## config.mk

```make
export PLATFORM = sky130hd
export DESIGN_NAME = paged_txbuf
export DESIGN_NICKNAME = d
export VERILOG_FILES = /design/src/rtl/paged_txbuf_pkg.sv /design/src/rtl/paged_txbuf_ctrl.sv /design/src/rtl/paged_txbuf_dp.sv /design/src/rtl/paged_txbuf.sv
export SDC_FILE = /design/constraint.sdc
export NUM_CORES = 1
export LEC_CHECK = 0
export ABC_CLOCK_PERIOD_IN_PS = 11300
export BUFFER_PORTS_ARGS = -buffer_cell sky130_fd_sc_hd__buf_2
export CORE_MARGIN = 8
export CORE_UTILIZATION = 38
export CTS_BUF_LIST = sky130_fd_sc_hd__clkbuf_8
export DETAILED_ROUTE_END_ITERATION = 10
export RECOVER_POWER = 50
export SYNTH_ARGS = -nofsm -noshare
export SYNTH_HDL_FRONTEND = slang
export SYNTH_HIERARCHICAL = 1
export SYNTH_SLANG_ARGS = --single-unit
```

## constraint.sdc

```tcl
create_clock -name clk -period 11.3 [get_ports clk]
set_clock_uncertainty 0.05 [all_clocks]
set_input_delay 2.26 -clock clk [delete_from_list [all_inputs] [get_ports clk]]
set_output_delay 2.26 -clock clk [all_outputs]
set_load 0.02 [all_outputs]
```

## src/rtl/paged_txbuf_pkg.sv

```systemverilog
package paged_txbuf_pkg;

  typedef enum logic [1:0] {
    S_IDLE  = 2'd0,
    S_SHIFT = 2'd1,
    S_FIN   = 2'd2
  } ctrlState_e;

  // strobes from control to datapath
  typedef struct packed {
    logic emit;   // present bitIdx on the serial output at this edge
  } ctrlStrobe_t;

endpackage

```

## src/rtl/paged_txbuf_ctrl.sv

```systemverilog
module paged_txbuf_ctrl
  import paged_txbuf_pkg::*;
#(
  parameter int BUF_BITS = 256,
  parameter int IDX_W    = $clog2(BUF_BITS)
) (
  input  logic             clk,
  input  logic             rstN,
  input  logic             start,
  input  logic             bitEn,
  input  logic [IDX_W-1:0] frameLen,
  output ctrlStrobe_t      strobe,
  output logic [IDX_W-1:0] bitIdx,
  output logic             busy,
  output logic             done
);
  localparam int CNT_W = IDX_W + 1;

  ctrlState_e       state;
  logic [IDX_W-1:0] lastIdx;
  logic [CNT_W-1:0] lenEff;

  assign lenEff = (frameLen == '0) ? CNT_W'(BUF_BITS) : {1'b0, frameLen};

  always_ff @(posedge clk) begin
    if (!rstN) begin
      state   <= S_IDLE;
      bitIdx  <= '0;
      lastIdx <= '0;
      done    <= 1'b0;
    end else begin
      done <= 1'b0;
      unique case (state)
        S_IDLE: if (start) begin
          state   <= S_SHIFT;
          bitIdx  <= '0;
          lastIdx <= IDX_W'(lenEff - CNT_W'(1));
        end
        S_SHIFT: if (bitEn) begin
          if (bitIdx == lastIdx) state <= S_FIN;
          else                   bitIdx <= bitIdx + IDX_W'(1);
        end
        S_FIN: begin
          state <= S_IDLE;
          done  <= 1'b1;
        end
        default: state <= S_IDLE;
      endcase
    end
  end

  assign strobe.emit = (state == S_SHIFT) && bitEn;
  assign busy        = (state != S_IDLE);

  // checker state: bits emitted against the length taken at start
  logic [CNT_W-1:0] emitCnt;
  logic [CNT_W-1:0] lenChk;
  always_ff @(posedge clk) begin
    if (!rstN) begin
      emitCnt <= '0;
      lenChk  <= '0;
    end else if (state == S_IDLE && start) begin
      emitCnt <= '0;
      lenChk  <= lenEff;
    end else if (strobe.emit) begin
      emitCnt <= emitCnt + CNT_W'(1);
    end
  end

  p_frame_len_r8: assert property (@(posedge clk) disable iff (!rstN)
    done |-> (emitCnt == lenChk));

  p_done_pulse_r9: assert property (@(posedge clk) disable iff (!rstN)
    done |-> (!busy && $past(busy) && !$past(done)));

  p_busy_fall_r9: assert property (@(posedge clk) disable iff (!rstN)
    $fell(busy) |-> done);

  p_start_ignored_r10: assert property (@(posedge clk) disable iff (!rstN)
    (state == S_SHIFT && start && !bitEn) |=> (busy && bitIdx == $past(bitIdx)));

  p_idx_bound_r8: assert property (@(posedge clk) disable iff (!rstN)
    busy |-> (bitIdx <= lastIdx));

endmodule

```

## src/rtl/paged_txbuf_dp.sv

```systemverilog
module paged_txbuf_dp
  import paged_txbuf_pkg::*;
#(
  parameter int BUF_BITS  = 256,
  parameter int BYTE_W    = 8,
  parameter int WIN_BYTES = 16,
  parameter int ADDR_W    = 8,
  parameter int BASE_ADDR = 'h3C,
  parameter int IDX_W     = $clog2(BUF_BITS)
) (
  input  logic              clk,
  input  logic              rstN,
  input  logic [ADDR_W-1:0] busAddr,
  input  logic              busWe,
  input  logic [BYTE_W-1:0] busWdata,
  output logic [BYTE_W-1:0] busRdata,
  input  logic              pageWr,
  input  logic              pageVal,
  output logic              pageSel,
  input  ctrlStrobe_t       strobe,
  input  logic [IDX_W-1:0]  bitIdx,
  output logic              txBit,
  output logic              txValid
);
  localparam int NUM_BYTES  = BUF_BITS / BYTE_W;
  localparam int BYTE_IDX_W = $clog2(NUM_BYTES);
  localparam int WIN_IDX_W  = $clog2(WIN_BYTES);
  localparam logic [ADDR_W:0] WIN_LO = (ADDR_W+1)'(BASE_ADDR);
  localparam logic [ADDR_W:0] WIN_HI = (ADDR_W+1)'(BASE_ADDR + WIN_BYTES);

  logic                  inWin;
  logic [WIN_IDX_W-1:0]  winOff;
  logic [BYTE_IDX_W-1:0] byteSel;
  logic [BYTE_W-1:0]     bufBytes [NUM_BYTES];
  logic [BUF_BITS-1:0]   flatBuf;

  assign inWin   = ({1'b0, busAddr} >= WIN_LO) && ({1'b0, busAddr} < WIN_HI);
  assign winOff  = WIN_IDX_W'(busAddr - ADDR_W'(BASE_ADDR));
  assign byteSel = {pageSel, winOff};

  // storage without reset, one register per byte
  for (genvar g = 0; g < NUM_BYTES; g++) begin : g_byte
    logic [BYTE_W-1:0] byteReg;
    always_ff @(posedge clk) begin
      if (busWe && inWin && byteSel == BYTE_IDX_W'(g)) byteReg <= busWdata;
    end
    assign bufBytes[g]                  = byteReg;
    assign flatBuf[g*BYTE_W +: BYTE_W] = byteReg;
  end

  assign busRdata = inWin ? bufBytes[byteSel] : '0;

  always_ff @(posedge clk) begin
    if (!rstN) pageSel <= 1'b0;
    else if (pageWr) pageSel <= pageVal;
  end

  // serial output reads the live buffer, never a snapshot
  always_ff @(posedge clk) begin
    if (!rstN) begin
      txBit   <= 1'b0;
      txValid <= 1'b0;
    end else begin
      txValid <= strobe.emit;
      if (strobe.emit) txBit <= flatBuf[bitIdx];
    end
  end

  p_page_hold_r2: assert property (@(posedge clk) disable iff (!rstN)
    !$past(pageWr) |-> $stable(pageSel));

  p_read_stable_r4: assert property (@(posedge clk) disable iff (!rstN)
    (!$past(busWe) && !$past(pageWr) && $stable(busAddr)) |-> $stable(busRdata));

endmodule

```

## src/rtl/paged_txbuf.sv

```systemverilog
module paged_txbuf
  import paged_txbuf_pkg::*;
#(
  parameter int BUF_BITS  = 256,
  parameter int BYTE_W    = 8,
  parameter int WIN_BYTES = 16,
  parameter int ADDR_W    = 8,
  parameter int BASE_ADDR = 'h3C,
  parameter int IDX_W     = $clog2(BUF_BITS)
) (
  input  logic              clk,
  input  logic              rstN,
  input  logic [ADDR_W-1:0] busAddr,
  input  logic              busWe,
  input  logic [BYTE_W-1:0] busWdata,
  output logic [BYTE_W-1:0] busRdata,
  input  logic              pageWr,
  input  logic              pageVal,
  output logic              pageSel,
  input  logic              start,
  input  logic [IDX_W-1:0]  frameLen,
  input  logic              bitEn,
  output logic              txBit,
  output logic              txValid,
  output logic              busy,
  output logic              done
);
  ctrlStrobe_t      strobe;
  logic [IDX_W-1:0] bitIdx;

  paged_txbuf_ctrl #(.BUF_BITS(BUF_BITS), .IDX_W(IDX_W)) u_ctrl (
    .clk(clk), .rstN(rstN), .start(start), .bitEn(bitEn),
    .frameLen(frameLen), .strobe(strobe), .bitIdx(bitIdx),
    .busy(busy), .done(done)
  );

  paged_txbuf_dp #(
    .BUF_BITS(BUF_BITS), .BYTE_W(BYTE_W), .WIN_BYTES(WIN_BYTES),
    .ADDR_W(ADDR_W), .BASE_ADDR(BASE_ADDR), .IDX_W(IDX_W)
  ) u_dp (
    .clk(clk), .rstN(rstN), .busAddr(busAddr), .busWe(busWe),
    .busWdata(busWdata), .busRdata(busRdata), .pageWr(pageWr),
    .pageVal(pageVal), .pageSel(pageSel), .strobe(strobe),
    .bitIdx(bitIdx), .txBit(txBit), .txValid(txValid)
  );

  p_valid_in_frame_r7: assert property (@(posedge clk) disable iff (!rstN)
    txValid |-> busy);

endmodule

```

==> run summary <==
Status: finished with violations
Failing checks: max-capacitance violations, max-slew violations
Row Count: 69
Lkg Pwr: 0.00461 µW
Number of synthesized flops with an enable pin: 256
Period utilization: 0.658
Average size of a mapped cell: 17.8 µm²
Cts repair resizes: 0
Post-synthesis xor/xnor area fraction: 0.00782
Layout Area Growth over Synthesis: 10.7%
Yosys top cell by area: edfxtp_1
Finished Cell Area: 0.0149 mm²
Finish-stage setup viols: 0
Total Wirelength: 35300 µm
Yosys warns: 6
Placed cell count: 1214
Critical Setup Path Class: input port to output port
Mapped Nets: 791
Crit-path max cell delay: 770 ps
Crit path max fanout: 48
Max-slew headroom: -1.12
Worst endpoint data arrival time: 5130 ps
Layout cell share with drive strength beyond 1: 0.292
Fin Hold WS: 461 ps
Worst Tran Pin Value: 3180 ps
Max Clk Rate: 134 MHz
Largest net degree at the start of global routing: 69
Pwr dens: 147 mW/mm²
Largest family of logic cells by synthesized area: multiplexers
RSZ-0062 raised after global routing: no
Final Critical Period: 7440 ps
VDD IR max: 116 µV
Total track usage: 0.168
Vias in the first global route: 8042
Initial core utilization: 0.381
Initial antenna violation count: 2
Complex-gate fraction of the synthesized area: 0.0356
Count of final hold-check violations: 0
Die Area: 0.0416 mm²
First-pass GRT wire length: 52600 µm
CTS clk-pin slew, worst paths: 60 ps
Syn Std Cell Area: 0.0134 mm²
Gpl congestion: 0.826
Root buf cell: clkbuf_8
Post-synth ARST share: 0
# Max-Cap Violations: 9
Post-route antenna net violation count: 0
Cells along the critical path: buf_4 > buf_4 > mux4_2 > mux4_2 > mux2i_1 > nor2_1 > buf_2
Top FF cell, synth: edfxtp_1
DR vias: 7778
Remaining Overflow, GRT: 0
Area of the core: 0.0352 mm²
Post-synth top cells: edfxtp_1, mux4_2, nor2_1
Area contributors post-synth: edfxtp_1, mux4_2, dfxtp_1
Die H: 204 µm
Drt first pass iters: 6
Post-synthesis register bit count: 278
Deepest clock path buffer count: 3
Register area share after synthesis: 0.605
Sink Count: 278
# Post-CTS Setup Buffers: 0
Max-slew violations: 314
CP required: 8990 ps
H-tree levels: 2
IO Pins: 44
Via density: 5.99
Nets: 838
Most common cell in the netlist: edfxtp_1
Port Buffers: 43
DP Area: 0.0140 mm²
# DRC: 0
Worst skew pair latency: 590 ps
Die X: 204 µm
Post-synthesis cell count: 754
Worst min-delay path class: flip-flop to flip-flop
CP max stage cell: buf_4
CTS Buf Count: 46
Fraction of the mapped netlist area in simple logic gates: 0.0603
Post-synthesis mux area share: 0.258
Share of the synthesized area in the top cell type: 0.572
Post-CTS Hold Buffers: 0
Non-Filler Instances: 1299
Critical path endpoint category: output port
Post-synth cell types: 62
Dpl hpwl: 23700 µm
Wire per inst: 27.1 µm
Setup TNS: 0 ps
1st-iter DRT viols: 742
CTS tree: yes
Adder-cell share of the synthesized area: 0.00559
Startpoint Class: input port
[power by group]
group / switching [µW] / internal, µW / leakage [µW]
clock network: 414 / 482 / 0.000512
registers: 10.5 / 1130 / 0.00248
logic: 87.1 / 70.6 / 0.00162
total: 512 / 1680 / 0.00461
[registers in the layout, summed over array words and instances, names as in the netlist]
name                 cells
u_ctrl/lastIdx           8
u_dp/pageSel             1
u_dp/txBit               1
u_dp/g_byte.byteReg    256
u_ctrl/done              1
u_ctrl/state             2
u_dp/txValid             1
u_ctrl/bitIdx            8
[path summary, 6_finish.rpt]
kind | to | cells past startpoint | slack [ps] | start
worst max-delay path | busRdata[7] | 7 | 3860 | busAddr[0]
worst min-delay path | u_ctrl/lastIdx[7] | 2 | 460 | u_ctrl/lastIdx[7]
worst max register to register | u_dp/txBit | 6 | 6070 | u_ctrl/bitIdx[1]
worst min register to register | u_ctrl/lastIdx[7] | 2 | 460 | u_ctrl/lastIdx[7]
[area by class of cell]
cell class / count / area, µm²
well taps: 461 / 577
fillers: 3130 / 20300
flip-flops and latches: 278 / 8130
diodes: 1 / 2.50
multi-input cells: 413 / 4930
inverters: 12 / 45.0
repair buffers: 50 / 253
clock inverters: 34 / 248
clock buffers: 50 / 688
[metrics by stage]
stage	setup WS [ps]	util	power, µW
5_1_grt	3680	0.422	2260
4_1_cts	3840	0.423	2210
3_3_place_gp	3890	0.396	1320
3_5_place_dp	3850	0.396	1320
6_report	3860	0.422	2190
2_1_floorplan	4390	-	1270
[cell families after synthesis]
| family | Yosys count |
|---|---|
| muxes | 172 |
| buffers and inverters | 63 |
| DFF | 278 |
| and+or+nand+nor | 157 |
| xor gates and xnor gates | 12 |
| AOI/OAI and AO/OA | 66 |
| adders and majority gates | 6 |
[critical path, delay by kind of cell]
family / cells / cell delay [ps]
AND/OR/NAND/NOR: 1 / 90
buffers and inverters: 3 / 1290
multiplexers: 3 / 1420
[layer usage]
metal | routed length (µm) | up-vias | part of all wire | GRT usage
li1 | - | 3266 | - | -
met1 | 14600 | 4116 | 0.41 | 0.230
met2 | 17100 | 335 | 0.48 | 0.271
met3 | 2670 | 61 | 0.076 | 0.0311
met4 | 895 | 0 | 0.025 | 0.0527
met5 | 0 | - | 0 | 0
[placed cells by master (no fill, tap or decap), types with 6 or more instances in the layout]
cell type  netlist  final
clkinv_2         0      8
dfxtp_1         22     21
o21ai_0         10     10
buf_2           18     31
mux4_2         128    128
a21oi_1         10     10
nand2b_1         7      7
clkbuf_8         0     50
nor2_1          55     55
mux2i_1         34     34
o221ai_1        10     10
nor3_1           8      8
ha_1             6      6
nand4_1          6      6
nor4_1           8      8
nand3_1          6      6
buf_4            4      7
clkinv_1         0      8
nand2_1         33     33
or3_1            7      7
edfxtp_1       256    256
inv_1           12     22
mux4_1           9      9
clkbuf_1        17     12
xnor2_1         12     12
Power figures use the tool's default switching activity.
